$ cat config.mk
export PLATFORM = sky130hd
export DESIGN_NAME = burst_coarse_loop
export DESIGN_NICKNAME = d
export VERILOG_FILES = /design/src/rtl/burst_coarse_pkg.sv /design/src/rtl/burst_seq.sv /design/src/rtl/burst_coarse_dp.sv /design/src/rtl/burst_coarse_loop.sv
export SDC_FILE = /design/constraint.sdc
export NUM_CORES = 1
export LEC_CHECK = 0
export BUFFER_PORTS_ARGS = -buffer_cell sky130_fd_sc_hd__buf_4
export CORE_MARGIN = 1
export CORE_UTILIZATION = 45
export CTS_BUF_LIST = sky130_fd_sc_hd__clkbuf_8
export CTS_CLUSTER_SIZE = 40
export DETAILED_ROUTE_END_ITERATION = 8
export RECOVER_POWER = 25
export SLEW_MARGIN = 20
export SYNTH_ARGS = -nofsm -noshare
export SYNTH_HDL_FRONTEND = slang
export SYNTH_SLANG_ARGS = --single-unit
$ cat constraint.sdc
create_clock -name clk -period 4.7 [get_ports clk]
set_input_delay 0 -clock clk [delete_from_list [all_inputs] [get_ports clk]]
set_output_delay 0 -clock clk [all_outputs]
set_load 0.02 [all_outputs]
$ cat src/rtl/burst_coarse_pkg.sv
package burst_coarse_pkg;
  typedef struct packed {
    logic oscEn;
    logic cntClr;
    logic update;
  } seqStrobes_t;
endpackage

$ cat src/rtl/burst_seq.sv
module burst_seq
  import burst_coarse_pkg::*;
#(
  parameter int PERIOD        = 10,
  parameter int CAPTURE_PHASE = 3
) (
  input  logic        clk,
  input  logic        rstN,
  output seqStrobes_t strb
);
  localparam int PH_W = $clog2(PERIOD);
  localparam logic [PH_W-1:0] LAST_PH = PH_W'(PERIOD - 1);
  localparam logic [PH_W-1:0] CAP_PH  = PH_W'(CAPTURE_PHASE);

  logic [PH_W-1:0] phase;

  always_ff @(posedge clk or negedge rstN) begin
    if (!rstN)                phase <= '0;
    else if (phase == LAST_PH) phase <= '0;
    else                      phase <= phase + 1'b1;
  end

  always_comb begin
    strb.oscEn  = (phase == '0);
    strb.cntClr = (phase == LAST_PH);
    strb.update = (phase == CAP_PH);
  end

  p_burst_single_r1: assert property (@(posedge clk) disable iff (!rstN)
    strb.oscEn |=> !strb.oscEn);
  p_clr_before_burst_r2: assert property (@(posedge clk) disable iff (!rstN)
    strb.cntClr |=> strb.oscEn);
  p_update_idle_r3: assert property (@(posedge clk) disable iff (!rstN)
    strb.update |-> (!strb.oscEn && !strb.cntClr));
endmodule

$ cat src/rtl/burst_coarse_dp.sv
module burst_coarse_dp
  import burst_coarse_pkg::*;
#(
  parameter int CNT_W     = 8,
  parameter int CODE_W    = 7,
  parameter int INIT_CODE = 64,
  parameter int LOCK_RUNS = 3
) (
  input  logic              clk,
  input  logic              rstN,
  input  seqStrobes_t       strb,
  input  logic [CNT_W-1:0]  fcw,
  input  logic [1:0]        gainSel,
  input  logic [CNT_W-1:0]  edgeCount,
  output logic [CODE_W-1:0] dacCode,
  output logic              coarseLock
);
  localparam int ERR_W  = CNT_W + 1;
  localparam int SUM_W  = ((ERR_W > CODE_W + 1) ? ERR_W : CODE_W + 1) + 1;
  localparam int RUN_W  = $clog2(LOCK_RUNS + 1);
  localparam logic [CODE_W-1:0] CODE_MAX = {CODE_W{1'b1}};
  localparam logic [RUN_W-1:0]  RUN_DONE = RUN_W'(LOCK_RUNS);

  logic [CNT_W-1:0]        syncA, syncB;
  logic [CODE_W-1:0]       codeQ;
  logic [RUN_W-1:0]        runCnt;
  logic                    lockQ;
  logic signed [ERR_W-1:0] errRaw, errEff, errScaled;
  logic signed [SUM_W-1:0] sumExt;
  logic                    zeroErr;
  logic [CODE_W-1:0]       codeNext;

  always_ff @(posedge clk or negedge rstN) begin
    if (!rstN) begin
      syncA <= '0;
      syncB <= '0;
    end else begin
      syncA <= edgeCount;
      syncB <= syncA;
    end
  end

  always_comb begin
    errRaw    = $signed({1'b0, fcw}) - $signed({1'b0, syncB});
    zeroErr   = ({1'b0, syncB} == {1'b0, fcw}) ||
                ({1'b0, syncB} == ({1'b0, fcw} + 1'b1));
    errEff    = zeroErr ? '0 : errRaw;
    errScaled = errEff >>> gainSel;
    sumExt    = $signed({{(SUM_W-CODE_W){1'b0}}, codeQ}) +
                $signed({{(SUM_W-ERR_W){errScaled[ERR_W-1]}}, errScaled});
    if (sumExt < 0)
      codeNext = '0;
    else if (sumExt > $signed({{(SUM_W-CODE_W){1'b0}}, CODE_MAX}))
      codeNext = CODE_MAX;
    else
      codeNext = sumExt[CODE_W-1:0];
  end

  always_ff @(posedge clk or negedge rstN) begin
    if (!rstN) begin
      codeQ  <= CODE_W'(INIT_CODE);
      runCnt <= '0;
      lockQ  <= 1'b0;
    end else if (strb.update) begin
      codeQ <= codeNext;
      if (!zeroErr) begin
        runCnt <= '0;
        lockQ  <= 1'b0;
      end else if (runCnt != RUN_DONE) begin
        runCnt <= runCnt + 1'b1;
        lockQ  <= (runCnt + 1'b1) == RUN_DONE;
      end
    end
  end

  assign dacCode    = codeQ;
  assign coarseLock = lockQ;

  p_hold_code_r7: assert property (@(posedge clk) disable iff (!rstN)
    !strb.update |=> ($stable(codeQ) && $stable(lockQ)));
  p_exact_no_move_r4: assert property (@(posedge clk) disable iff (!rstN)
    (strb.update && syncB == fcw) |=> $stable(codeQ));
  p_slow_rises_r6: assert property (@(posedge clk) disable iff (!rstN)
    (strb.update && syncB < fcw) |=> (codeQ >= $past(codeQ)));
  p_lock_drop_r8: assert property (@(posedge clk) disable iff (!rstN)
    (strb.update && ({1'b0, syncB} > ({1'b0, fcw} + 1'b1))) |=> !lockQ);
endmodule

$ cat src/rtl/burst_coarse_loop.sv
module burst_coarse_loop
  import burst_coarse_pkg::*;
#(
  parameter int CNT_W         = 8,
  parameter int CODE_W        = 7,
  parameter int PERIOD        = 10,
  parameter int CAPTURE_PHASE = 3,
  parameter int INIT_CODE     = 64,
  parameter int LOCK_RUNS     = 3
) (
  input  logic              clk,
  input  logic              rstN,
  input  logic [CNT_W-1:0]  fcw,
  input  logic [1:0]        gainSel,
  input  logic [CNT_W-1:0]  edgeCount,
  output logic              oscEn,
  output logic              cntClr,
  output logic [CODE_W-1:0] dacCode,
  output logic              coarseLock
);
  seqStrobes_t strb;

  burst_seq #(.PERIOD(PERIOD), .CAPTURE_PHASE(CAPTURE_PHASE)) u_seq (
    .clk(clk), .rstN(rstN), .strb(strb)
  );

  burst_coarse_dp #(.CNT_W(CNT_W), .CODE_W(CODE_W), .INIT_CODE(INIT_CODE),
                    .LOCK_RUNS(LOCK_RUNS)) u_dp (
    .clk(clk), .rstN(rstN), .strb(strb), .fcw(fcw), .gainSel(gainSel),
    .edgeCount(edgeCount), .dacCode(dacCode), .coarseLock(coarseLock)
  );

  assign oscEn  = strb.oscEn;
  assign cntClr = strb.cntClr;
endmodule

==> impl_results.md, run 1 <==
- WHS: ~250 ps
- Hold Path Class: in -> reg
- Capturing element type of the critical path: register
- Largest net degree at the start of global routing: 31
- Setup CP Type: reg -> reg
- Pwr dens: approximately 430 nW/um2
- Required @ worst endpoint: 4850 ps
- Status: finished with violations
- Synth warn: 0
- Residual DRC: 0
- Slowest CP cell: a221o_4
- Postcts setup bufs: 0
- Dpl hpwl: between 3 and 4 mm
- Clk pwr share: 0.178
- Switching power of the nets: about 500 uW
- Via Count: approximately 1900
- Synthesized area: 2350 um2
- Core area: between 4000 and 5000 um2
- Vias in the first global route: between 1500 and 2000
- Antenna Cells: 0
- FILL cells: between 400 and 500
- CP Max Fanout: 8
- Max_cap viols: 1
- Sinks on the clock net: 30
- Die height: between 70 and 80 um
- Share of the synthesized area in the top cell type: 0.309
- Congestion Overflow GR: 0
- Total Routed Length: 4.91 mm
- Fmax: about 240 MHz
- Cell taking the most area after synthesis: dfrtp_1
- Max rail drop VDD: between 0.0002 and 0.0003 V
- Fin cells: between 300 and 400
- # rows: 25
- Synth-to-layout area growth: 18.2%
- Critical Path Max Stage Delay: between 400 and 500 ps
- Clk_lat worst skew: approximately 280 ps
- Total Routing Usage GR: 0.208
- Syn Nets: ~300
- CTS tree: yes
- Worst R2R End: u_dp.dacCode[2]
- RSZ-0062 raised after global routing: false
- Fin nets: between 300 and 400
- DR iter-0 viols: around 110
- Port Buffers: 29
- Num CTS Buffers: 5
- Flop-to-flop setup slack: 510 ps
- First-pass GRT wire length: about 8.7 mm
- Via/cell ratio: between 5 and 6
- Crit path launch type: register
- Crit. Startpoint: u_dp.syncB[4]
- Initial antenna violation count: 0
- Top post-synthesis cells by area: dfrtp_1 31%, ha_1 9.6%, nor2_1 4.2%, nand2_1 3.8%, o211ai_2 3.7%
- Most frequent cells in the layout: 29 x dfrtp_1, 26 x nor2_1, 24 x nand2_1, 21 x inv_1, 20 x buf_4
- Critical-path cell list: inv_1, ha_1, nand2_1, a211oi_1, o21ai_0, a221oi_1, and2_1, a21oi_1, nor2_1, ha_1, or2_2, o311a_1, o22a_2, a221o_4, nand2_4, o211ai_2
- Failing checks: capacitance limit, slew limit
- Routability cong.: 0.800
- Reg power frac: 0.282
- Pre-CTS WS: 593 ps
- WHS Path Cells: 4
- TNS Setup: 0 ps
- Relative slew slack: -0.0729
- Final setup violation count: 0
- Pins Over Slew Limit: 31
- Clock edge transition at the registers on the reported setup and hold paths: roughly 70 ps
- Logic pwr share: 0.540
- Placed Cells: ~350
- Yosys cell types: 58
- Ports: 30
- Die Area: ~5500 um2
- Clock Tree Buf Depth: 2
- Die Wd: ~74 um
- H-tree Lvls: 2
- Routed Antenna Nets: 0
- R2R Path Start: u_dp.syncB[4]
- Most common cell after layout, fill and taps aside: dfrtp_1
- Clock skew: roughly 3.8 ps
- Period utilization: 0.892
- Post-detailed-route wirelength per cell: 13.6 um
- Layout cell share with drive strength beyond 1: 0.193
- Flops & latches, synth: 30
- Sequential-to-total area share from yosys stat: 0.320
- Root Driver: clkbuf_8
- Int Power: approximately 700 uW
- Final hold violation count: 0
- Min Clock Period, post-route: between 4000 and 5000 ps
- Initial Util: 0.481
- P_leak: roughly 1.3 nW
- Async SR Flop Fraction: 1.00
- Hold path start: gainSel[1]
- Worst Max-Slew Pin Slew: 1610 ps
- Total iterations of the first detailed-routing run: 4
- Main synth FF type: dfrtp_1
- Final setup margin: just over 500 ps
- Reg2Reg Depth: 16
- Hold Crit Endpoint: u_dp.dacCode[6]
- EDFF count, synth: 0
- Post-Synthesis Cells: around 260
- Syn Area/Cell: just over 9 um2
- Critical path data arrival time: 4340 ps
- Switching Share: 0.408
- Top cell by count, worst path: ha_1
==> power groups by stage <==
stage | clock, mW | combinational [mW] | sequential [mW]
6_report | 0.211 | 0.643 | 0.336
4_1_cts | 0.220 | 0.645 | 0.337
3_3_place_gp | 0 | 0.634 | 0.340
5_1_grt | 0.233 | 0.719 | 0.342
3_5_place_dp | 0 | 0.634 | 0.341
2_1_floorplan | 0 | 0.453 | 0.370
==> metrics by stage <==
stage                     utilization  total power, mW  cell area, um2
after detailed placement        0.533            0.975            2600
after floorplan                     -            0.823            2350
after global routing            0.569             1.29            2780
final                           0.569             1.19            2780
after global placement          0.533            0.974            2600
after CTS                       0.570             1.20            2780
==> sequential cells by signal, summed over array words and instances (netlist names) <==
register         cells
u_dp.runCnt          2
u_dp.dacCode         7
u_seq.phase          4
u_dp.syncA           8
u_dp.syncB           8
u_dp.coarseLock      1
==> synthesized netlist by cell type, types with 3 or more instances <==
master and count:
dfrtp_1 29, nor2_1 26, nand2b_1 4, ha_1 18, xor2_1 6, a211oi_1 10, nand2_1 24, a21oi_1 17
nand3_1 8, o21ai_0 7, o211ai_2 7, mux2i_1 3, nor4_1 5, xnor2_1 10, buf_6 3, inv_1 20
nor3_1 3, a21o_1 5
==> kinds of logic after synthesis <==
kind of cell,synth area share
adders and majority gates,0.113
muxes,0.0176
buffers and inverters,0.0538
DFF,0.320
and+or+nand+nor,0.209
xor gates and xnor gates,0.0597
AOI/OAI and AO/OA,0.226
==> final cells by class <==
type,instances,area (um2),area share
repair buffers,38,304,0.110
multi-input cells,199,1470,0.530
clock inverters,2,8.76,0.00315
inverters,20,75.1,0.0270
clock buffers,6,82.6,0.0297
flip-flops and latches,30,752,0.271
well taps,67,83.8,0.0302
==> layer usage <==
layer	wire, um	share of wire	global-route usage	up-vias
li1	-	-	-	1001
met1	2570	0.52	0.313	907
met2	2120	0.43	0.307	33
met3	165	0.034	0.0366	5
met4	49	0.010	0.0566	0
met5	0	0	0	-
==> worst max path at each step <==
stage / endpoint / slack [ps] / cells past startpoint
floorplan: u_dp.dacCode[0] / 1050 / 16
global placement: u_dp.dacCode[0] / 620 / 16
detailed placement: u_dp.dacCode[5] / 590 / 16
CTS: u_dp.dacCode[2] / 540 / 16
global route: u_dp.dacCode[2] / 210 / 18
finish: u_dp.dacCode[2] / 510 / 16
==> critical path: cells and delay by family (launching register included) <==
kind	cells	cell delay [ps]
buffers and inverters	1	50
flip-flops	1	360
AND/OR/NAND/NOR	5	970
adder cells (fa/ha/maj)	2	610
AO/OA/AOI/OAI	8	2080
==> timing repair <==
item | in CTS | in global routing
gates resized for setup | 0 | 0
hold endpoints to repair | 38 | 0
hold buffers | 9 | 0
No activity file was read; power rests on OpenSTA's default activity.
==> run 2, diff against run 1 <==
--- a/config.mk
+++ b/config.mk
@@ -13,4 +13,5 @@
 export DETAILED_ROUTE_END_ITERATION = 8
 export RECOVER_POWER = 25
+export REMOVE_ABC_BUFFERS = 1
 export SLEW_MARGIN = 20
 export SYNTH_ARGS = -nofsm -noshare
==> constraint.sdc (replaced) <==
create_clock -name clk -period 4.7 [get_ports clk]
set_input_delay 0 -clock clk [delete_from_list [all_inputs] [get_ports clk]]
set_output_delay 0 -clock clk [all_outputs]
set_load 0.01 [all_outputs]
==> run 2 against run 1 <==
The flow still finishes with violations (capacitance limit, slew limit). Count of clock-buffer cells in the layout unchanged. Clock power increased by 2%. Non-clock buffer count unchanged. Utilization increased by 0.077 points. Register-to-register slack improved by 70 ps. Power decreased by 1.2%. Flip-flop and latch count unchanged. First-iteration DRC count increased by 34%. Critical path depth unchanged. Sequential share of layout area about the same.
==> impl_results.md, run 2 (synthesized netlist as in run 1, its figures left out) <==
- Post-Route Utilization: 0.570 (was 0.569)
- Clock edge transition at the registers on the reported setup and hold paths: 70 ps (about the same)
- Required @ worst endpoint: 4860 ps (was 4850 ps)
- Num CTS Buffers: 5 (unchanged)
- P_leak: 1.27 nW (was 1.28 nW)
- Max_cap viols: 1 (unchanged)
- Period utilization: 0.876 (was 0.892)
- Clock skew: 5.11 ps (was 3.78 ps)
- Initial antenna violation count: 0 (unchanged)
- Most common cell after layout, fill and taps aside: dfrtp_1 (unchanged)
- RSZ-0062 raised after global routing: false (unchanged)
- Largest net degree at the start of global routing: 31 (unchanged)
- Final hold violation count: 0 (unchanged)
- Dpl hpwl: 3.72 mm (was 3.73 mm)
- CTS tree: yes (unchanged)
- Ports: 30 (unchanged)
- Status: finished with violations (unchanged)
- Final setup violation count: 0 (unchanged)
- Residual DRC: 0 (unchanged)
- TNS Setup: 0 ps (unchanged)
- Synth-to-layout area growth: 18.4% (was 18.2%)
- Crit path launch type: register (unchanged)
- Die Wd: 74.2 um (unchanged)
- First-pass GRT wire length: 8.27 mm (was 8.69 mm)
- Clk_lat worst skew: 280 ps (about the same)
- R2R Path Start: u_dp.syncB[4] (unchanged)
- Sinks on the clock net: 30 (unchanged)
- Final setup margin: 583 ps (was 510 ps)
- WHS: 262 ps (was 254 ps)
- Worst Max-Slew Pin Slew: 1610 ps (about the same)
- Root Driver: clkbuf_8 (unchanged)
- # rows: 25 (unchanged)
- Failing checks: capacitance limit, slew limit (unchanged)
- Total Routing Usage GR: 0.197 (was 0.208)
- H-tree Lvls: 2 (unchanged)
- Routed Antenna Nets: 0 (unchanged)
- Critical path data arrival time: 4270 ps (was 4340 ps)
- Pins Over Slew Limit: 31 (unchanged)
- Hold path start: gainSel[1] (unchanged)
- Relative slew slack: -0.0710 (was -0.0729)
- CP Max Fanout: 8 (unchanged)
- Layout cell share with drive strength beyond 1: 0.197 (was 0.193)
- Pwr dens: 423 nW/um2 (was 429 nW/um2)
- Most frequent cells in the layout: 29 x dfrtp_1, 26 x nor2_1, 24 x nand2_1, 20 x inv_1, 20 x buf_4 (was 29 x dfrtp_1, 26 x nor2_1, 24 x nand2_1, 21 x inv_1, 20 x buf_4)
- Max rail drop VDD: 0.000191 V (was 0.000275 V)
- Port Buffers: 29 (unchanged)
- Die height: 74.2 um (unchanged)
- Initial Util: 0.481 (unchanged)
- Clock Tree Buf Depth: 2 (unchanged)
- Via Count: 1975 (was 1946)
- Crit. Startpoint: u_dp.syncB[4] (unchanged)
- Setup CP Type: reg -> reg (unchanged)
- Finished Cell Area: 2780 um2 (about the same)
- Capturing element type of the critical path: register (unchanged)
- Post-detailed-route wirelength per cell: 13.1 um (was 13.6 um)
- Antenna Cells: 0 (unchanged)
- Total iterations of the first detailed-routing run: 4 (unchanged)
- Core area: 4880 um2 (unchanged)
- Routability cong.: 0.793 (was 0.800)
- DR iter-0 viols: 141 (was 105)
- Via/cell ratio: 5.46 (was 5.38)
- Congestion Overflow GR: 0 (unchanged)
- Vias in the first global route: 1855 (was 1889)
- Min Clock Period, post-route: 4120 ps (was 4190 ps)
- Die Area: 5510 um2 (unchanged)
- Area of placed instances: 2600 um2 (unchanged)
- Fin nets: 334 (unchanged)
- Total Routed Length: 4.74 mm (was 4.91 mm)
- Fmax: 243 MHz (was 239 MHz)
- Pre-CTS WS: 589 ps (was 593 ps)
- Hold Path Class: in -> reg (unchanged)
## run 2: repair_timing
item | CTS | global route
endpoints found under the setup margin | 0 | 0
resized for setup | 0 | 0
hold buffers | 9 | 0
buffers inserted | 0 | 0
hold endpoints to repair | 38 | 0
## run 2: path summary, 6_finish.rpt
path	end	slack (ps)	depth (start not counted)
setup / recovery	u_dp.dacCode[4]	580	16
max in group asynchronous	u_dp.dacCode[5]	3110	2
hold reg to reg	u_dp.syncB[3]	350	0
min in group asynchronous	u_dp.syncB[3]	660	2
setup reg to reg	u_dp.dacCode[4]	580	16
hold / removal	u_dp.dacCode[6]	260	4
## run 2: worst max-delay path, cell delays in order (launching register included)
cell and delay [ps]:
dfrtp_1 360, inv_1 50, ha_1 340, nand2_1 140
a211oi_1 360, o21ai_0 200, a221oi_1 390, and2_1 260
a21oi_1 90, nor2_1 110, ha_1 270, or2_2 300
o311a_1 130, o22a_2 290, a221o_4 440, nand2_4 160
o211ai_2 100
## run 2: per-layer routing
metal / track usage / share of wire
met4: 0.0713 / 0.014
met1: 0.287 / 0.51
met5: 0 / 0
met2: 0.297 / 0.42
met3: 0.0325 / 0.052
## run 2: power by group
part	leakage, nW	total [mW]	switching, mW	internal (mW)
clock	0.0472	0.216	0.0984	0.117
combinational	0.870	0.626	0.337	0.289
sequential	0.354	0.334	0.0344	0.299
total	1.27	1.18	0.469	0.706
## run 2: area by class of cell
| cell class | instances | area [um2] |
|---|---|---|
| Clock inverter | 2 | 12.5 |
| Multi-Input combinational cell | 199 | 1470 |
| Tap cell | 67 | 83.8 |
| Clock buffer | 6 | 82.6 |
| Fill cell | 462 | 2100 |
| Sequential cell | 30 | 752 |
| Timing Repair Buffer | 38 | 304 |
| Inverter | 20 | 75.1 |
## run 2: metrics by stage
stage,power (mW),std cells
detailed placement,0.955,345
global placement,0.952,345
floorplan,0.795,249
finish,1.18,362
global route,1.28,362
CTS,1.18,362
